[config.mk]
export PLATFORM = sky130hd
export DESIGN_NAME = ipc_mailbox
export DESIGN_NICKNAME = d
export VERILOG_FILES = /design/src/rtl/ipc_pkg.sv /design/src/rtl/ipc_owned_reg.sv /design/src/rtl/ipc_doorbell.sv /design/src/rtl/ipc_read_mux.sv /design/src/rtl/ipc_mailbox.sv
export SDC_FILE = /design/constraint.sdc
export NUM_CORES = 1
export LEC_CHECK = 0
export BUFFER_PORTS_ARGS = -buffer_cell sky130_fd_sc_hd__buf_2
export CORE_MARGIN = 2
export CORE_UTILIZATION = 42
export DETAILED_ROUTE_END_ITERATION = 16
export PLACE_DENSITY = 0.69
export SLEW_MARGIN = 30
export SYNTH_ARGS = -nofsm -noshare
export SYNTH_HDL_FRONTEND = slang
export SYNTH_SLANG_ARGS = --single-unit
[constraint.sdc]
create_clock -name clk -period 1 [get_ports clk]
set_input_delay 0 -clock clk [delete_from_list [all_inputs] [get_ports clk]]
set_output_delay 0 -clock clk [all_outputs]
set_load 0.05 [all_outputs]
[src/rtl/ipc_pkg.sv]
// Package ipc_pkg
// Shared word indices and bit positions for the mailbox.
// Assumes: each port addresses whole 32-bit words by a 2-bit index.
package ipc_pkg;
    localparam int IDX_W = 2;
    typedef logic [IDX_W-1:0] reg_idx_t;

    localparam reg_idx_t IDX_REQ  = 2'd0;
    localparam reg_idx_t IDX_BELL = 2'd1;
    localparam reg_idx_t IDX_RPL  = 2'd2;
    localparam reg_idx_t IDX_EN   = 2'd3;

    // Positions of the doorbell bits
    localparam int REQ_BIT   = 0;
    localparam int RPL_A_BIT = 2;
    localparam int RPL_B_BIT = 4;

    // Positions of the enable bits
    localparam int HEN_BIT = 0;
    localparam int CEN_BIT = 1;
endpackage

[src/rtl/ipc_owned_reg.sv]
// Module ipc_owned_reg
// A plain register that exactly one port owns and writes.
// Assumes: the caller has already decoded the strobe for the owning port.
module ipc_owned_reg #(
    parameter int W = 32
) (
    input  logic         clk,
    input  logic         rst_n,
    input  logic         we,
    input  logic [W-1:0] d,
    output logic [W-1:0] q
);
    // Load on a write from the owner, clear on reset
    always_ff @(posedge clk) begin
        if (!rst_n)  q <= '0;
        else if (we) q <= d;
    end
endmodule

[src/rtl/ipc_doorbell.sv]
// Module ipc_doorbell
// Shared doorbell word. Every bit is set by one port and cleared by the other.
// A clear beats a set in the same cycle, and the lost set is reapplied one
// cycle later through a pending register.
// Assumes: HOST_SET and COP_SET do not overlap. Bits in neither mask stay 0.
module ipc_doorbell #(
    parameter int           W        = 32,
    parameter logic [W-1:0] HOST_SET = '0,
    parameter logic [W-1:0] COP_SET  = '0
) (
    input  logic         clk,
    input  logic         rst_n,
    input  logic         h_hit,
    input  logic [W-1:0] h_d,
    input  logic         c_hit,
    input  logic [W-1:0] c_d,
    output logic [W-1:0] bits_q
);
    logic [W-1:0] set_now, clr_now, pend_q;

    // Gather this cycle's set and clear requests from both ports
    always_comb begin
        set_now = '0;
        clr_now = '0;
        for (int i = 0; i < W; i++) begin
            if (HOST_SET[i]) begin
                set_now[i] = h_hit & h_d[i];
                clr_now[i] = c_hit & c_d[i];
            end else if (COP_SET[i]) begin
                set_now[i] = c_hit & c_d[i];
                clr_now[i] = h_hit & h_d[i];
            end
        end
    end

    // Apply sets and pending sets, let clears win, keep any set that lost
    always_ff @(posedge clk) begin
        if (!rst_n) begin
            bits_q <= '0;
            pend_q <= '0;
        end else begin
            bits_q <= (bits_q | set_now | pend_q) & ~clr_now;
            pend_q <= (set_now | pend_q) & clr_now;
        end
    end
endmodule

[src/rtl/ipc_read_mux.sv]
// Module ipc_read_mux
// Selects the addressed word for one read port. Purely combinational.
// Assumes: all four indices are mapped.
module ipc_read_mux
    import ipc_pkg::*;
#(
    parameter int W = 32
) (
    input  reg_idx_t     idx,
    input  logic [W-1:0] req_w,
    input  logic [W-1:0] bell_w,
    input  logic [W-1:0] rpl_w,
    input  logic [W-1:0] en_w,
    output logic [W-1:0] rd
);
    // Pick a word by its index
    always_comb begin
        unique case (idx)
            IDX_REQ:  rd = req_w;
            IDX_BELL: rd = bell_w;
            IDX_RPL:  rd = rpl_w;
            default:  rd = en_w;
        endcase
    end
endmodule

[src/rtl/ipc_mailbox.sv]
// Module ipc_mailbox (top)
// A two-port mailbox with a request pointer, a shared doorbell word, a reply
// pointer and an interrupt enable word, plus one interrupt toward each side.
// Assumes: both ports run on clk. Writes take effect at the next edge and
// reads are combinational.
module ipc_mailbox
    import ipc_pkg::*;
#(
    parameter int DATA_W = 32
) (
    input  logic              clk,
    input  logic              rst_n,
    input  logic [IDX_W-1:0]  h_idx,
    input  logic [DATA_W-1:0] h_wdata,
    input  logic              h_we,
    output logic [DATA_W-1:0] h_rdata,
    input  logic [IDX_W-1:0]  c_idx,
    input  logic [DATA_W-1:0] c_wdata,
    input  logic              c_we,
    output logic [DATA_W-1:0] c_rdata,
    output logic              host_irq,
    output logic              cop_irq
);
    localparam logic [DATA_W-1:0] HOST_SET_M = DATA_W'(1) << REQ_BIT;
    localparam logic [DATA_W-1:0] COP_SET_M  =
        (DATA_W'(1) << RPL_A_BIT) | (DATA_W'(1) << RPL_B_BIT);

    logic [DATA_W-1:0] req_ptr_q, rpl_ptr_q, bell_q, en_word;
    logic              host_en_q, cop_en_q;

    ipc_owned_reg #(.W(DATA_W)) u_req (
        .clk(clk), .rst_n(rst_n),
        .we(h_we && h_idx == IDX_REQ), .d(h_wdata), .q(req_ptr_q));

    ipc_owned_reg #(.W(DATA_W)) u_rpl (
        .clk(clk), .rst_n(rst_n),
        .we(c_we && c_idx == IDX_RPL), .d(c_wdata), .q(rpl_ptr_q));

    ipc_owned_reg #(.W(1)) u_hen (
        .clk(clk), .rst_n(rst_n),
        .we(h_we && h_idx == IDX_EN), .d(h_wdata[HEN_BIT]), .q(host_en_q));

    ipc_owned_reg #(.W(1)) u_cen (
        .clk(clk), .rst_n(rst_n),
        .we(c_we && c_idx == IDX_EN), .d(c_wdata[CEN_BIT]), .q(cop_en_q));

    ipc_doorbell #(.W(DATA_W), .HOST_SET(HOST_SET_M), .COP_SET(COP_SET_M)) u_bell (
        .clk(clk), .rst_n(rst_n),
        .h_hit(h_we && h_idx == IDX_BELL), .h_d(h_wdata),
        .c_hit(c_we && c_idx == IDX_BELL), .c_d(c_wdata),
        .bits_q(bell_q));

    // Pack the two enables into their readable word
    always_comb begin
        en_word          = '0;
        en_word[HEN_BIT] = host_en_q;
        en_word[CEN_BIT] = cop_en_q;
    end

    ipc_read_mux #(.W(DATA_W)) u_hrd (
        .idx(h_idx), .req_w(req_ptr_q), .bell_w(bell_q),
        .rpl_w(rpl_ptr_q), .en_w(en_word), .rd(h_rdata));

    ipc_read_mux #(.W(DATA_W)) u_crd (
        .idx(c_idx), .req_w(req_ptr_q), .bell_w(bell_q),
        .rpl_w(rpl_ptr_q), .en_w(en_word), .rd(c_rdata));

    // Raise each side's interrupt from the doorbells aimed at that side
    always_comb begin
        cop_irq  = cop_en_q & bell_q[REQ_BIT];
        host_irq = host_en_q & (bell_q[RPL_A_BIT] | bell_q[RPL_B_BIT]);
    end
endmodule

==> results.md, run 1 <==
- Highest clock rate: 0.746 GHz
- DRT Pass-1 Iters: 4
- Initial DRC count: 125
- Post-synthesis sequential element count: 72
- PD cells: 1030 nW/µm²
- Die Ht: 101 µm
- Finished Layout Cells: 794
- Post-layout min period: 1340 ps
- Final hold violation count: 0
- Ys async rst share: 0%
- Final Worst Setup Slack: -340 ps
- Dpl cells: 705
- Vias per cell: 5.14
- Post-Route WL: 12800 µm
- Layout Utilization: 70.1%
- Rows: 35
- Status: finished, violations left
- CP Class: flop to primary output
- Worst path arrival time: 1340 ps
- Top cell type by total area after synthesis: dfxtp_1
- ANT nets after route: 0
- Worst slew margin: 79.2%
- TritonCTS clock tree: done
- Clock tree root buffer cell: clkbuf_8
- CTS clk-pin slew, worst paths: 80 ps
- Global-route wire length before repair: 20400 µm
- Violated checks: setup timing
- Register area share after synthesis: 36.4%
- Synth warn: 0
- Chip width: 101 µm
- H-tree depth: 3
- Ys flop type: dfxtp_1
- Fin. max-slew vios: 0
- Library cells used by synthesis: 26
- Top post-synthesis cells by count: 130 x nand2_1, 127 x mux2i_1, 72 x dfxtp_1
- Port bufs: 137
- Vias after detailed routing: 4081
- Clock Sinks: 72
- CP endpoint kind: primary output
- P&R area growth vs syn: 63.0%
- Most frequent cell after synthesis: nand2_1
- Clk buf depth: 2
- Largest net degree at the start of global routing: 46
- RSZ-0062 raised after global routing: true
- Global route overflow: 0
- Filler cells: 705
- Post-synthesis area per instance: 8.53 µm²
- Register share of total power: 46.1%
- Setup TNS: -5160 ps
- CP Data Required Time: 1000 ps
- IO Count: 138
- Crit path launch type: flop
- Fin crit share: 134%
- Die area: 10200 µm²
- CTS buffer count: 9
- Initial antenna violation count: 0
- Antenna diode count: 0
- Setup Viol. Count Final: 66
- Placement Setup Slack: -32.0 ps
- Cell-internal power: 4.69 mW
- Switching power: 1.95 mW
- Clk_lat worst skew: 330 ps
- CP Max Fanout: 4
- Switching share of power: 29.4%
- Core area: 9200 µm²
- Post-synth EDFFs: 0
- Hpwl dp: 7720 µm
- WL/cell: 16.1 µm
- Vias in the first global route: 4259
- Synth area leaders: dfxtp_1 36%, mux2i_1 32%, nand2_1 12%
- Lkg Pwr: 2.81 nW
- Logic pwr share: 23.9%
- Clock network power share: 30.0%
- Synthesized Nets: 536
- DRC: 0
- Synth top area share: 36.4%
- Maxcap violations: 0
- Hold_ws: 53.5 ps
- Starting Density: 43.0%
- RePlAce Congestion: 0.814
- HP Class: input pin to flop
- Post-Synthesis Cells: 464
- Tot GR Track Use: 25.4%
- Post-synth design cell area: 3960 µm²
- Layout cells sized above 1: 46.1%
- Worst vdd ir: 0.000728 V
- Net count, final: 750
- Fin Clk Skew: 7.02 ps
- Slew @ Worst Pin: 312 ps
## cells in the final DEF (no fill, tap or decap), drive strengths merged
cell type    count
a211oi           3
a221oi           2
a22o             1
and2             1
and3b            2
and4b            1
buf            177
clkbuf          12
clkinv           4
dfxtp           72
dlygate4sd3     65
inv              6
mux2             1
mux2i          127
mux4             2
nand2          130
nand3            3
nand4b           5
nor2            59
nor2b            2
nor3b            1
o21a             1
o21ai            1
o2bb2ai          4
o311a            1
## registers in the layout, summed over array words and instances, names as in the netlist
| signal | flops |
|---|---|
| u_req.q | 32 |
| u_rpl.q | 32 |
| u_bell.bits_q | 3 |
| u_bell.pend_q | 3 |
| u_cen.q | 1 |
| u_hen.q | 1 |
## logic make-up (layout without fill, tap and decap cells)
group | after synthesis | in the layout | synth area share (%)
simple gates | 204 | 204 | 20.8
mux | 130 | 130 | 33.6
flops | 72 | 72 | 36.4
buf+inv | 45 | 264 | 6.55
compound gates | 13 | 13 | 2.69
## path summary, 6_finish.rpt
kind | end | from | slack, ps | depth (start not counted)
setup reg to reg | u_bell.bits_q[0] | u_bell.bits_q[0] | 20 | 3
hold / removal | u_bell.pend_q[2] | c_we | 50 | 3
hold reg to reg | u_bell.pend_q[2] | u_bell.pend_q[2] | 460 | 2
setup / recovery | c_rdata[0] | u_bell.bits_q[0] | -340 | 2
## power groups by stage
stage	clock (mW)	sequential (mW)	combinational (mW)
6_report	1.99	3.06	1.59
5_1_grt	2.17	3.07	1.68
4_1_cts	2.06	3.05	1.53
3_5_place_dp	0	3.10	1.24
3_3_place_gp	0	3.10	1.22
2_1_floorplan	0	3.08	0.830
## final cells by class
class | instances | area, µm² | area share (%)
multi-input cells | 347 | 2420 | 37.6
clock buffers | 12 | 145 | 2.25
inverters | 6 | 22.5 | 0.349
repair buffers | 242 | 2170 | 33.7
clock inverters | 4 | 20.0 | 0.310
flip-flops and latches | 72 | 1530 | 23.7
well taps | 111 | 139 | 2.15
## per-stage QoR
stage,power (mW),area [µm²]
detailed placement,4.34,5010
finish,6.64,6450
global placement,4.32,5010
CTS,6.65,6350
global route,6.93,6450
floorplan,3.91,4080
## layer usage
| layer | up-vias | routed length [µm] | track usage (%) |
|---|---|---|---|
| li1 | 1968 | - | - |
| met1 | 1937 | 5420 | 29.6 |
| met2 | 153 | 6500 | 45.5 |
| met3 | 23 | 645 | 4.51 |
| met4 | 0 | 216 | 10.7 |
| met5 | - | 0 | 0 |
## timing repair
item,CTS,global route
setup endpoints to repair,66,66
buffers inserted,3,5
resized for setup,199,17
endpoints found under the hold margin,71,0
pin swaps,18,16
hold buffers,65,0
## worst max-delay path, cell delays in order (launching register included)
cell and delay, ps:
dfxtp_2 340, mux4_2 490, buf_6 180
Note: power is estimated with default switching activity, not from simulation.
==> run 2: changes to the inputs <==
--- a/config.mk
+++ b/config.mk
@@ -5,11 +5,11 @@
 export SDC_FILE = /design/constraint.sdc
 export NUM_CORES = 1
 export LEC_CHECK = 0
-export BUFFER_PORTS_ARGS = -buffer_cell sky130_fd_sc_hd__buf_2
 export CORE_MARGIN = 2
 export CORE_UTILIZATION = 42
 export DETAILED_ROUTE_END_ITERATION = 16
-export PLACE_DENSITY = 0.69
+export DONT_BUFFER_PORTS = 1
+export RECOVER_POWER = 25
 export SLEW_MARGIN = 30
 export SYNTH_ARGS = -nofsm -noshare
 export SYNTH_HDL_FRONTEND = slang
==> run 2 against run 1 <==
  * Core utilization fell by 3.5 points
  * Clock power increased by 12%
  * Power shrank 2.3%
  * Clock skew is essentially flat
  * Largest power group unchanged
  * Critical path depth shrank 1
  * Register-to-register slack better by 80 ps
  * The flow finishes with violations (hold timing, setup timing)
  * Wire length shrank 2.1%
==> results.md, run 2 (synthesis results as in run 1) <==
- Status: finished, violations left
- Violated checks: hold timing, setup timing
- Die Ht: 101 µm
- Commonest non-fill, non-tap cell in the layout: nand2_1
- Setup TNS: -4900 ps
- Worst path arrival time: 1300 ps
- Placement Setup Slack: 39.1 ps
- ANT nets after route: 0
- Starting Density: 43.0%
- CP Max Fanout: 3
- Hpwl dp: 6390 µm
- Largest registers: u_req.q: 32 flops, u_rpl.q: 32 flops
- Global route overflow: 0
- Cell-internal power: 4.77 mW
- Rows: 35
- Largest net degree at the start of global routing: 134
- Initial DRC count: 149
- Setup Viol. Count Final: 67
- Post-layout min period: 1300 ps
- RePlAce Congestion: 0.793
- Highest clock rate: 0.769 GHz
- DRT Pass-1 Iters: 4
- Switching power: 1.72 mW
- CTS clk-pin slew, worst paths: 80 ps
- Tot GR Track Use: 24.3%
- Worst vdd ir: 0.000805 V
- Vias after detailed routing: 3794
- Logic pwr share: 18.7%
- Most frequent cells in the layout: 130 x nand2_1, 116 x mux2i_1, 77 x dlygate4sd3_1, 60 x buf_6, 49 x dfxtp_2
- Crit-path cells: mux4_2
- Crit path buffers/inverters: 0
- Global-route wire length before repair: 19800 µm
- Worst slew margin: 76.9%
- Worst path top cell family by delay: multiplexers
- CP Class: flop to primary output
- Net count, final: 678
- Final instance area: 6130 µm²
- Max incr delay on CP: 630 ps
- P&R area growth vs syn: 54.8%
- Switching share of power: 26.5%
- Fin Clk Skew: 7.19 ps
- Layout cells sized above 1: 34.4%
- Clock network power share: 34.2%
- Post-Route WL: 12500 µm
- WL/cell: 17.3 µm
- IO Count: 138
- Die area: 10200 µm²
- Chip width: 101 µm
- HP Class: input pin to flop
- Finished Layout Cells: 723
- Vias in the first global route: 4190
- Final Worst Setup Slack: -300 ps
- Final hold violation count: 69
- H-tree depth: 3
- CTS buffer count: 9
- RSZ-0062 raised after global routing: true
- CP Data Required Time: 1000 ps
- Core area: 9200 µm²
- Clk buf depth: 2
- TritonCTS clock tree: done
- Port bufs: 0
- Maxcap violations: 0
- Slowest stage cell, crit path: mux4_2
- Fin crit share: 130%
- Placed instance area: 4580 µm²
- Hold_ws: -182 ps
- Vias per cell: 5.25
- Clock tree root buffer cell: clkbuf_8
- Dpl cells: 605
- Initial antenna violation count: 1
- DRC: 0
- Lkg Pwr: 2.55 nW
- PD cells: 1060 nW/µm²
- Register share of total power: 47.1%
- Fin. max-slew vios: 0
- Crit path launch type: flop
- CP endpoint kind: primary output
- Slew @ Worst Pin: 346 ps
- Clk_lat worst skew: 340 ps
- Clock Sinks: 72
## run 2: cell count changes in the layout (fill, tap and decap cells not counted), sizes merged
cell,before,now
dlymetal6s4s,0,9
dlygate4sd3,65,77
diode,0,1
buf,177,84
bufinv,0,1
clkinv,4,3
## run 2: power groups by stage
stage | sequential (mW) | clock, mW | combinational (mW)
floorplan | 3.08 | 0 | 0.830
global placement | 3.09 | 0 | 0.790
detailed placement | 3.10 | 0 | 0.800
CTS | 3.05 | 2.27 | 1.20
global route | 3.07 | 2.41 | 1.29
finish | 3.06 | 2.22 | 1.21
## run 2: metrics by stage
stage	hold slack, ps	utilization [%]	total power [mW]
2_1_floorplan	106	-	3.91
3_3_place_gp	114	49.8	3.88
3_5_place_dp	116	49.8	3.90
4_1_cts	-218	67.1	6.52
5_1_grt	-212	66.6	6.76
6_report	-182	66.6	6.49
## run 2: path summary, 6_finish.rpt
kind	start	end	slack (ps)	cells after the start
min reg2reg	u_bell.pend_q[0]	u_bell.pend_q[0]	460	2
max reg2reg	u_bell.bits_q[0]	u_bell.bits_q[0]	100	2
max	u_hen.q	h_rdata[0]	-300	1
min	rst_n	u_rpl.q[22]	-180	2
## run 2: layer usage
metal	share of wire (%)	routed length, µm	global-route usage (%)
met1	42	5220	27.2
met2	51	6340	43.3
met3	6.1	767	7.35
met4	1.5	194	9.04
met5	0	0	0
## run 2: timing repair
action,in CTS,in global routing
gates resized for setup,132,26
endpoints found under the setup margin,66,102
hold buffers,104,8
buffers inserted,5,11
pin swaps,16,10
endpoints found under the hold margin,72,69
## run 2: cell type report
cell class              instances  area [µm²]
repair buffers                170        1820
clock buffers                  12         135
flip-flops and latches         72        1510
well taps                     111         139
fillers                       722        3070
clock inverters                 4        45.0
inverters                       6        22.5
diodes                          1        2.50
multi-input cells             347        2450
